**src/rtl/hbd_pkg.sv**
```systemverilog
package hbd_pkg;

    typedef enum logic [1:0] {
        SZ_NONE = 2'd0,
        SZ_BYTE = 2'd1,
        SZ_HALF = 2'd2,
        SZ_WORD = 2'd3
    } xfer_size_e;

    typedef struct packed {
        logic       legal;
        xfer_size_e size;
        logic [3:0] lanes;
        logic [1:0] first;
    } be_info_t;

    function automatic logic [1:0] lowest_lane(input logic [3:0] m);
        logic [1:0] idx;
        idx = 2'd0;
        for (int i = 3; i >= 0; i--) begin
            if (m[i]) idx = 2'(i);
        end
        return idx;
    endfunction

    function automatic be_info_t decode_be(input logic [3:0] be_n, input logic wide);
        be_info_t   r;
        logic [3:0] m;
        m = ~be_n;
        if (!wide) m[3:2] = 2'b00;
        r.legal = 1'b1;
        r.size  = SZ_NONE;
        unique case (m)
            4'b1111: r.size = SZ_WORD;
            4'b0011: r.size = SZ_HALF;
            4'b1100: r.size = SZ_HALF;
            4'b0001, 4'b0010,
            4'b0100, 4'b1000: r.size = SZ_BYTE;
            default: r.legal = 1'b0;
        endcase
        if (!wide && (m == 4'b1111 || m == 4'b1100 || m == 4'b0100 || m == 4'b1000))
            r.legal = 1'b0;
        if (r.legal) begin
            r.lanes = m;
            r.first = lowest_lane(m);
        end else begin
            r.size  = SZ_NONE;
            r.lanes = 4'b0000;
            r.first = 2'd0;
        end
        return r;
    endfunction

endpackage

```
**src/rtl/hbd_latch.sv**
```systemverilog
module hbd_latch #(
    parameter int ADDR_W = 16
) (
    input  logic              clk,
    input  logic              rst,
    input  logic              as_n,
    input  logic [ADDR_W-1:1] addr,
    input  logic              aen_n,
    input  logic [3:0]        be_n,
    input  logic              cs_n,
    output logic [ADDR_W-1:1] lat_addr,
    output logic              lat_aen_n,
    output logic [3:0]        lat_be_n,
    output logic              lat_cs_n
);
    logic as_q;
    logic capture;

    assign capture = as_n & ~as_q;

    always_ff @(posedge clk) begin
        if (rst) begin
            as_q      <= 1'b1;
            lat_addr  <= '0;
            lat_aen_n <= 1'b1;
            lat_be_n  <= 4'hF;
            lat_cs_n  <= 1'b1;
        end else begin
            as_q <= as_n;
            if (capture) begin
                lat_addr  <= addr;
                lat_aen_n <= aen_n;
                lat_be_n  <= be_n;
                lat_cs_n  <= cs_n;
            end
        end
    end

    // holding registers change only on a strobe rising edge
    assert_hold_R1: assert property (@(posedge clk) disable iff (rst)
        !(as_n && !as_q) |=> $stable({lat_addr, lat_aen_n, lat_be_n, lat_cs_n}));

    // a strobe rising edge takes the presented bus values
    assert_capture_R1: assert property (@(posedge clk) disable iff (rst)
        (as_n && !as_q) |=> (lat_addr == $past(addr) && lat_be_n == $past(be_n)
                             && lat_cs_n == $past(cs_n)));

endmodule

```
**src/rtl/hbd_be_decode.sv**
```systemverilog
module hbd_be_decode
    import hbd_pkg::*;
#(
    parameter bit BUS32 = 1'b1
) (
    input  logic       clk,
    input  logic       rst,
    input  logic [3:0] be_n,
    output be_info_t   info
);
    generate
        if (BUS32) begin : g_wide
            assign info = decode_be(be_n, 1'b1);
        end else begin : g_narrow
            assign info = decode_be(be_n, 1'b0);
            // upper lanes never enabled on a 16-bit bus
            assert_narrow_lanes_R7: assert property (@(posedge clk) disable iff (rst)
                info.lanes[3:2] == 2'b00);
        end
    endgenerate

    // a byte access enables exactly one lane
    assert_byte_onehot_R6: assert property (@(posedge clk) disable iff (rst)
        (info.size == SZ_BYTE) |-> ($countones(info.lanes) == 1));

endmodule

```
**src/rtl/hbd_base_match.sv**
```systemverilog
module hbd_base_match #(
    parameter int BASE_W = 12
) (
    input  logic              clk,
    input  logic              rst,
    input  logic              wr,
    input  logic [BASE_W-1:0] wdata,
    input  logic [BASE_W-1:0] cmp,
    output logic              hit
);
    logic [BASE_W-1:0] base_q;

    always_ff @(posedge clk) begin
        if (rst)     base_q <= '0;
        else if (wr) base_q <= wdata;
    end

    assign hit = (cmp == base_q);

    // a write lands in the base register at the next edge
    assert_base_load_R3: assert property (@(posedge clk) disable iff (rst)
        wr |=> (base_q == $past(wdata)));

endmodule

```
**src/rtl/hbus_addr_decode.sv**
```systemverilog
module hbus_addr_decode
    import hbd_pkg::*;
#(
    parameter int ADDR_W = 16,
    parameter int OFFS_W = 4,
    parameter bit BUS32  = 1'b1,
    localparam int BASE_W = ADDR_W - OFFS_W
) (
    input  logic              clk,
    input  logic              rst,
    input  logic              host_as_n,
    input  logic [ADDR_W-1:1] host_addr,
    input  logic              host_aen_n,
    input  logic [3:0]        host_be_n,
    input  logic              dreg_cs_n,
    input  logic              base_wr,
    input  logic [BASE_W-1:0] base_wdata,
    output logic              local_n,
    output logic              qdata_sel,
    output logic [1:0]        xfer_size,
    output logic [3:0]        lane_en,
    output logic [OFFS_W-1:0] byte_addr,
    output logic              be_err
);
    logic [ADDR_W-1:1] lat_addr;
    logic              lat_aen_n;
    logic [3:0]        lat_be_n;
    logic              lat_cs_n;
    logic              hit;
    be_info_t          info;

    hbd_latch #(.ADDR_W(ADDR_W)) u_latch (
        .clk(clk), .rst(rst), .as_n(host_as_n), .addr(host_addr),
        .aen_n(host_aen_n), .be_n(host_be_n), .cs_n(dreg_cs_n),
        .lat_addr(lat_addr), .lat_aen_n(lat_aen_n),
        .lat_be_n(lat_be_n), .lat_cs_n(lat_cs_n)
    );

    hbd_base_match #(.BASE_W(BASE_W)) u_match (
        .clk(clk), .rst(rst), .wr(base_wr), .wdata(base_wdata),
        .cmp(lat_addr[ADDR_W-1:OFFS_W]), .hit(hit)
    );

    hbd_be_decode #(.BUS32(BUS32)) u_bedec (
        .clk(clk), .rst(rst), .be_n(lat_be_n), .info(info)
    );

    logic io_sel;
    assign io_sel = ~lat_aen_n & hit;

    always_comb begin
        local_n   = 1'b1;
        qdata_sel = 1'b0;
        xfer_size = SZ_NONE;
        lane_en   = 4'b0000;
        byte_addr = '0;
        be_err    = 1'b0;
        if (!lat_cs_n) begin
            local_n   = 1'b0;
            qdata_sel = 1'b1;
            xfer_size = SZ_WORD;
            lane_en   = 4'b1111;
        end else if (io_sel && info.legal) begin
            local_n   = 1'b0;
            xfer_size = info.size;
            lane_en   = info.lanes;
            byte_addr = {lat_addr[OFFS_W-1:1], 1'b0} | OFFS_W'(info.first);
        end else if (io_sel) begin
            be_err    = 1'b1;
        end
    end

    // an error cancels the access
    assert_err_quiet_R8: assert property (@(posedge clk) disable iff (rst)
        be_err |-> (local_n && lane_en == 4'b0000 && xfer_size == SZ_NONE));

    // a DMA cycle is never claimed
    assert_dma_quiet_R5: assert property (@(posedge clk) disable iff (rst)
        (lat_aen_n && lat_cs_n) |-> (local_n && !be_err));

    // chip select forces a full-width data register access
    assert_dreg_word_R9: assert property (@(posedge clk) disable iff (rst)
        qdata_sel |-> (!local_n && xfer_size == SZ_WORD && lane_en == 4'hF && !be_err));

    // a claim always carries a transfer size
    assert_claim_sized_R4: assert property (@(posedge clk) disable iff (rst)
        !local_n |-> (xfer_size != SZ_NONE));

endmodule

```
**config.mk**
```make
export PLATFORM = sky130hd
export DESIGN_NAME = hbus_addr_decode
export DESIGN_NICKNAME = d
export VERILOG_FILES = /design/src/rtl/hbd_pkg.sv /design/src/rtl/hbd_latch.sv /design/src/rtl/hbd_be_decode.sv /design/src/rtl/hbd_base_match.sv /design/src/rtl/hbus_addr_decode.sv
export SDC_FILE = /design/constraint.sdc
export NUM_CORES = 1
export LEC_CHECK = 0
export CAP_MARGIN = 40
export CORE_ASPECT_RATIO = 1.4
export CORE_MARGIN = 4
export CORE_UTILIZATION = 51
export DETAILED_ROUTE_END_ITERATION = 10
export PLACE_DENSITY = 0.84
export SYNTH_ARGS = -nofsm -noshare
export SYNTH_HDL_FRONTEND = slang
export SYNTH_HIERARCHICAL = 1
export SYNTH_SLANG_ARGS = --single-unit
```
**constraint.sdc**
```tcl
create_clock -name clk -period 4.95 [get_ports clk]
set_input_delay 0.99 -clock clk [delete_from_list [all_inputs] [get_ports clk]]
set_output_delay 0.99 -clock clk [all_outputs]
set_load 0.005 [all_outputs]
```
After elaboration in Yosys (flattened, before gate mapping)
Index checks and enable logic that the tools add are counted.
- flip-flop bits (word level): 34
- bits of input ports: 37
- output and inout bits: 13
- logic and storage cells: 44
- equal/unequal tests: 8
- mux-type cells: 20
- bitwise logic cells: 6
- reductions and logical operators: 4
- operators by type and width (operator ; number):
    2-to-1 mux 4 bit ; 4
    2-to-1 mux 2 bit ; 7
    equality test 12 bit ; 1
    equality test 4 bit (second input constant) ; 3
    equality test 4 x 2 -> 1 bit (second input constant) ; 2
    2-to-1 mux 1 bit ; 7
    OR reduction 7 bit ; 1
    2-to-1 mux 6 bit ; 1
    case mux 2 bit (3 select lines) ; 1
    equality test 4 x 1 -> 1 bit (second input constant) ; 1
    equality test 4 x 3 -> 1 bit (second input constant) ; 1
    NOT 4 bit ; 1
    bitwise OR 4 x 2 -> 4 bit ; 1
    OR reduction 4 bit ; 1
    AND 1 bit ; 2
    NOT 1 bit ; 2
    OR reduction 2 bit ; 1
    logical AND 1 bit ; 1

Logic depth before layout (Yosys ltp)
Gate-level depths: netlist of the first run.
- word-level depth: 9
- gate-level depth with buffers: 7
- mapped depth without buffers: 5

Cells and area by module
The synthesis of the first run kept the hierarchy.
- modules (own cells, without submodules) (module ; instances ; cells an instance ; area an instance (sq um) ; sequential area each (sq um)):
    hbd_latch ; 1 ; 95 ; 947.2 ; 440.4
    hbd_base_match ; 1 ; 54 ; 549.3 ; 240.2
    hbd_be_decode ; 1 ; 25 ; 176.4 ; 0.0
    hbus_addr_decode ; 1 ; 23 ; 131.4 ; 0.0

Worst setup path before layout of the first run
OpenSTA, ideal clock, no wires.
- path kind: register -> output
- start point: register u_latch.lat_be_n[2]
- end point: output xfer_size[1]
- arrival time: 1.441 ns
- data required time: 3.960 ns
- setup slack: 2.519 ns
- cell stages (with the launch flop): 8
- buffers on the path: 2
- cells stage by stage: dfxtp_1 -> buf_4 -> or3_4 -> a21oi_2 -> or3b_1 -> buf_4 -> nand2_1 -> o21ai_0
- RTL lines (item ; line ; RTL):
    start: declaration ; hbd_latch.sv:13 ; output logic [3:0] lat_be_n,
    start signal: assignment ; hbd_latch.sv:33 ; lat_be_n <= be_n;
    end: declaration ; hbus_addr_decode.sv:20 ; output logic [1:0] xfer_size,

==> key figures, run 1 <==
Critical path
  • R2R setup slack: 3.66 ns
  • Worst EP required: 3.96 ns
  • Critical Path AT: 2.39 ns
  • CP startpoint kind: flop
  • Setup crit start: u_latch/lat_be_n[3]$_SDFFE_PP1P_
  • Worst-path fanout max: 12
  • Largest stage delay, worst path: 0.53 ns
  • Worst-path cell chain: nand2_1, or2_2, or3b_1, nand2_1, o21ai_0, clkdlybuf4s50_1
  • CP max-delay cell: dfxtp_1
  • CP Class: flop to output pin
  • Most frequent cell on the critical path: nand2_1
  • R2R Path Start: u_latch/as_q$_SDFF_PP1_
  • Crit. End Element: output pin

Synth
  • Ys flop type: dfxtp_1
  • Mapped Nets: 234
  • Synth Instances: 197
  • Yosys cell types: 33
  • FF+latch count, synth: 34
  • Synthesized cell area: 1800 µm²
  • Ys async rst share: 0%
  • Register area share after synthesis: 37.7%
  • Post-synth top area share: 37.7%
  • Most frequent cell after synthesis: dfxtp_1
  • Warnings from Yosys: 6
  • Post-synth EDFFs: 0
  • Mean Syn Cell Area: 9.16 µm²
  • Commonest cells in the netlist: 34 x dfxtp_1, 24 x nor2_1, 18 x mux2i_1
  • Area leader, netlist: dfxtp_1
  • Top cells by area, synth: dfxtp_1 38%, mux2i_1 10%, nand4bb_1 9.4%, xnor2_1 5.8%, nand2b_1 5.5%

Timing
  • Pins Over Slew Limit: 0
  • Final worst path period share: 68.2%
  • RSZ-0062 raised after global routing: false
  • Final setup violating endpoints: 0
  • Final hold violations: 0
  • Final Skew: 0.00598 ns
  • Hold_ws: 0.467 ns
  • Worst-margin pin slew: 0.682 ns
  • Fmax: 296 MHz
  • Slew HR: 54.4%
  • Setup tns final: 0 ns
  • Min cycle time layout: 3.38 ns

Clock tree
  • Root Driver: clkbuf_8
  • Hold_buf cts: 0
  • Total CTS buffers: 5
  • CTS Sinks: 34
  • Worst skew pair latency: 0.28 ns
  • CTS tree: yes
  • Max Root-Sink Buffers: 2
  • H-tree levels: 2
  • Post-CTS resize count: 0
  • Postcts setup bufs: 0
  • Worst-path clk slew: 0.07 ns

Final layout
  • Area grow syn2layout: 29.6%
  • Filler cells: 292
  • Ant diodes: 0
  • Layout Cells excl Fill: 280
  • FF+latch area: 681 µm²
  • Footprint of the multi-input gates: 1010 µm²
  • Nets: 276
  • Share of layout cells above drive strength 1: 7.08%
  • Post-route cell area: 2340 µm²

GRT
  • First-pass GRT wire length: 6290 µm
  • Initial antenna violation count: 0
  • GRT Overall Usage: 17.7%
  • Vias in the first global route: 1435
  • Grt ovf: 0
  • Largest net degree at the start of global routing: 56

Floorplan
  • Core ar.: 3380 µm²
  • Die W: 58.3 µm
  • Site Rows: 25
  • Initial core utilization: 53.4%
  • Die Ht: 78.4 µm
  • DIE AREA: 4570 µm²
  • Num ports: 50

Drt
  • 1st-iter DRT viols: 44
  • DR vias/cell: 5.41
  • Routed Wire Length: 3890 µm
  • Met1 wire length: 1630 µm
  • DR WL/cell: 13.9 µm
  • First-pass DRT Iterations: 4
  • Detail Route Antenna Nets: 0
  • WL met2: 2000 µm
  • DR top layer: met4
  • DRC viols: 0
  • WL met3: 192 µm
  • Via count: 1514

Min path
  • Hold crit path type: flop to flop
  • Startpoint of the worst hold path: u_latch/lat_addr[3]$_SDFFE_PP0P_

Power and ir drop
  • Maximum vdd drop: 0.253 mV
  • Power density cells: 255 nW/µm²
  • Leakage: 0.869 nW

Job
  • Max Cap Viol: 0

Outcome
  • Status: completed

Place
  • Area after DPL: 2250 µm²
  • GPL Wtd Cong: 0.899
  • Dpl cells: 272
  • Hpwl dp: 2820 µm
  • Number of port buffers: 49
## critical path: cells and delay by family (launching register included)
family / cells / cell delay [ns]
compound gates: 1 / 0.16
buf+inv: 1 / 0.52
flops: 1 / 0.53
simple gates: 4 / 0.89
## final cells by class
| class | instances | share of cell area, % |
|---|---|---|
| clock inverter | 1 | 0.214 |
| timing repair buffer | 50 | 21.3 |
| sequential | 34 | 29.1 |
| tap | 40 | 2.14 |
| multi-input combinational | 147 | 43.4 |
| inverter | 1 | 0.161 |
| clock buffer | 7 | 3.69 |
## where the power goes
part / switching [W] / leakage [nW] / internal [W]
logic: 0.0000348 / 0.543 / 0.0000567
clock network: 0.0000936 / 0.0482 / 0.000112
registers: 0.0000128 / 0.278 / 0.000286
## kinds of logic (layout without fill, tap and decap cells)
group	after synthesis	in the layout	synth area share, %
muxes	18	18	9.99
DFF	34	34	37.7
xor gates and xnor gates	14	14	6.80
AOI/OAI and AO/OA	30	30	9.08
buffers and inverters	16	59	6.03
and+or+nand+nor	85	85	30.4
## worst paths after layout
kind	cells past startpoint	end
max	6	lane_en[2]
min reg2reg	2	u_latch/lat_addr[3]$_SDFFE_PP0P_
max reg2reg	2	u_latch/lat_be_n[2]$_SDFFE_PP1P_
min	2	u_latch/lat_addr[3]$_SDFFE_PP0P_
## metrics by stage
| step | setup slack, ns | total power (W) | util, % |
|---|---|---|---|
| floorplan | 2.52 | 0.000356 | - |
| global placement | 1.93 | 0.000395 | 66.5 |
| detailed placement | 1.87 | 0.000396 | 66.5 |
| CTS | 1.55 | 0.000602 | 69.2 |
| global route | 1.36 | 0.000627 | 69.2 |
| finish | 1.57 | 0.000596 | 69.2 |
## metal layers
layer / up-vias / GRT usage [%]
met3: 6 / 4.44
met1: 697 / 19.0
li1: 769 / -
met2: 42 / 31.9
met4: 0 / 7.19
met5: - / 0
## flip-flops by register name, summed over array words and instances, names as in the netlist
name               cells
u_latch/as_q           1
u_latch/lat_be_n       4
u_latch/lat_cs_n       1
u_latch/lat_addr      15
u_latch/lat_aen_n      1
u_match/base_q        12
## cell usage in the layout, fill, tap and decap left out, types with 2 or more instances in the layout
master,synthesis,routed
nand2_1,9,9
and4_1,3,3
dfxtp_1,34,34
clkbuf_8,0,6
or3_2,3,3
nand2b_1,16,16
mux2i_1,18,18
xor2_1,2,2
a21oi_1,5,5
nand4bb_1,15,15
nor3_1,2,2
xnor2_1,12,12
nor2_1,24,24
o21ai_1,15,15
or2_2,2,2
clkdlybuf4s50_1,0,49
nand4_1,3,3
o21ai_0,6,6
No activity file was read; power rests on OpenSTA's default activity.
==> inputs of run 2 (changes only) <==
--- a/config.mk
+++ b/config.mk
@@ -8,9 +8,9 @@
 export CAP_MARGIN = 40
 export CORE_ASPECT_RATIO = 1.4
 export CORE_MARGIN = 4
-export CORE_UTILIZATION = 51
+export CORE_UTILIZATION = 48
 export DETAILED_ROUTE_END_ITERATION = 10
-export PLACE_DENSITY = 0.84
+export PLACE_DENSITY = 0.8
 export SYNTH_ARGS = -nofsm -noshare
 export SYNTH_HDL_FRONTEND = slang
 export SYNTH_HIERARCHICAL = 1
==> constraint.sdc (replaced) <==
create_clock -name clk -period 3.35 [get_ports clk]
set_input_delay 0.67 -clock clk [delete_from_list [all_inputs] [get_ports clk]]
set_output_delay 0.67 -clock clk [all_outputs]
set_load 0.005 [all_outputs]
==> run 2 against run 1 <==
Compared with the run above:
- clock power increased by 68%
- sequential share of layout area is 0.26 points lower
- clock skew fell by 0.0026 ns
- first-iteration DRC count is 11% lower
- critical endpoint is now byte_addr[1]
==> key figures, run 2 (same netlist as run 1, synthesis figures left out) <==
Timing
  • Worst-margin pin slew: 0.693 ns
  • Min cycle time layout: 3.07 ns
  • Setup tns final: 0 ns
  • Final hold violations: 0
  • Pins Over Slew Limit: 0
  • RSZ-0062 raised after global routing: false
  • Fmax: 326 MHz
  • Hold_ws: 0.471 ns
  • Final Skew: 0.00337 ns
  • Final setup violating endpoints: 0
  • Final worst path period share: 91.6%
  • Slew HR: 53.6%

Drt
  • DRC viols: 0
  • 1st-iter DRT viols: 39
  • Routed Wire Length: 3760 µm
  • Via count: 1510
  • DR vias/cell: 5.35
  • Detail Route Antenna Nets: 0
  • DR WL/cell: 13.3 µm
  • First-pass DRT Iterations: 4

Critical path
  • Reg2reg end: u_latch/lat_be_n[1]$_SDFFE_PP1P_
  • Worst EP required: 2.68 ns
  • Worst-path fanout max: 12
  • Worst Reg-to-Reg Cells: 2
  • CP startpoint kind: flop
  • Critical Path AT: 2.40 ns
  • Crit. End Element: output pin
  • CP Class: flop to output pin
  • R2R Path Start: u_latch/as_q$_SDFF_PP1_
  • R2R setup slack: 2.11 ns

Clock tree
  • Postcts setup bufs: 0
  • Hold_buf cts: 0
  • CTS Sinks: 34
  • Max Root-Sink Buffers: 2
  • Post-CTS resize count: 0
  • CTS tree: yes
  • Root Driver: clkbuf_8
  • Worst-path clk slew: 0.07 ns
  • H-tree levels: 2
  • Worst skew pair latency: 0.28 ns
  • Total CTS buffers: 5

Final layout
  • Nets: 276
  • Filler cells: 307
  • Share of layout cells above drive strength 1: 7.50%
  • Biggest register: u_latch/lat_addr
  • Area grow syn2layout: 30.8%
  • Commonest non-fill, non-tap cell in the layout: clkdlybuf4s50_1
  • Max reg flops: 15
  • Ant diodes: 0
  • Commonest cells after routing, fill and taps aside: 49 x clkdlybuf4s50_1, 34 x dfxtp_1, 24 x nor2_1, 18 x mux2i_1, 16 x nand2b_1
  • Biggest regs: u_latch/lat_addr: 15 flops, u_match/base_q: 12 flops, u_latch/lat_be_n: 4 flops

Floorplan
  • DIE AREA: 4820 µm²
  • Num ports: 50
  • Die W: 59.8 µm
  • Initial core utilization: 49.5%
  • Core ar.: 3640 µm²
  • Die Ht: 80.5 µm
  • Site Rows: 26

GRT
  • Vias in the first global route: 1456
  • GRT Overall Usage: 16.9%
  • Grt ovf: 0
  • Largest net degree at the start of global routing: 56
  • Initial antenna violation count: 0
  • First-pass GRT wire length: 6230 µm

Min path
  • Hold crit path type: flop to flop
  • Startpoint of the worst hold path: u_latch/lat_addr[2]$_SDFFE_PP0P_
  • Hold depth: 2
  • Endpoint, Worst Hold: u_latch/lat_addr[2]$_SDFFE_PP0P_

Power and ir drop
  • Leakage: 0.879 nW
  • Maximum vdd drop: 0.290 mV
  • Power Total: 0.000923 W
  • Power density cells: 391 nW/µm²

Job
  • Max Cap Viol: 0

Place
  • Hpwl dp: 2720 µm
  • GPL Wtd Cong: 0.872
  • Number of port buffers: 49

Outcome
  • Status: completed
[run 2: cell types whose count changed in the layout (fill, tap and decap cells not counted), sizes merged]
cell	before	now
clkinv	1	0
clkbuf	7	8
[run 2: where the power goes]
group | leakage [nW] | internal (W) | switching (W) | total, W
combinational | 0.543 | 0.0000838 | 0.0000516 | 0.000135
sequential | 0.278 | 0.000423 | 0.0000185 | 0.000441
clock | 0.0575 | 0.000207 | 0.000139 | 0.000346
total | 0.879 | 0.000714 | 0.000209 | 0.000923
[run 2: area by class of cell]
type	count	area (µm²)	area share [%]
Clock buffer	8	110	4.67
Multi-Input combinational cell	147	1010	43.0
Timing Repair Buffer	50	498	21.1
Sequential cell	34	681	28.8
Tap cell	42	52.6	2.23
Inverter	1	3.75	0.159
[run 2: worst max-delay path, cell delays in order, from the launching register on]
cell,delay (ns)
dfxtp_1,0.52
nand2_1,0.15
or2_2,0.30
or3b_1,0.37
o2111a_1,0.26
clkdlybuf4s50_1,0.51
[run 2: how the worst max path moves through the flow]
stage	startpoint	end	slack [ns]	cells past startpoint
after floorplan	u_latch/lat_be_n[2]$_SDFFE_PP1P_	xfer_size[1]	1.24	7
after global placement	u_latch/lat_be_n[3]$_SDFFE_PP1P_	xfer_size[1]	0.65	6
after detailed placement	u_latch/lat_be_n[3]$_SDFFE_PP1P_	xfer_size[1]	0.59	6
after CTS	u_latch/lat_be_n[3]$_SDFFE_PP1P_	xfer_size[1]	0.27	6
after global routing	u_latch/lat_be_n[3]$_SDFFE_PP1P_	xfer_size[1]	0.05	6
final	u_latch/lat_be_n[3]$_SDFFE_PP1P_	byte_addr[1]	0.28	5
[run 2: metal layers]
layer	GRT usage, %	wire length (µm)	vias up
li1	-	-	768
met1	17.6	1570	692
met2	30.1	1950	43
met3	4.82	174	7
met4	7.98	64	0
met5	0	0	-
[run 2: stage by stage]
step	area, µm²	setup slack, ns	util, %	std cells
finish	2360	0.281	64.8	282
floorplan	1800	1.24	-	197
global route	2360	0.0492	64.8	282
global placement	2250	0.647	61.7	274
CTS	2360	0.266	64.8	282
detailed placement	2250	0.587	61.7	274
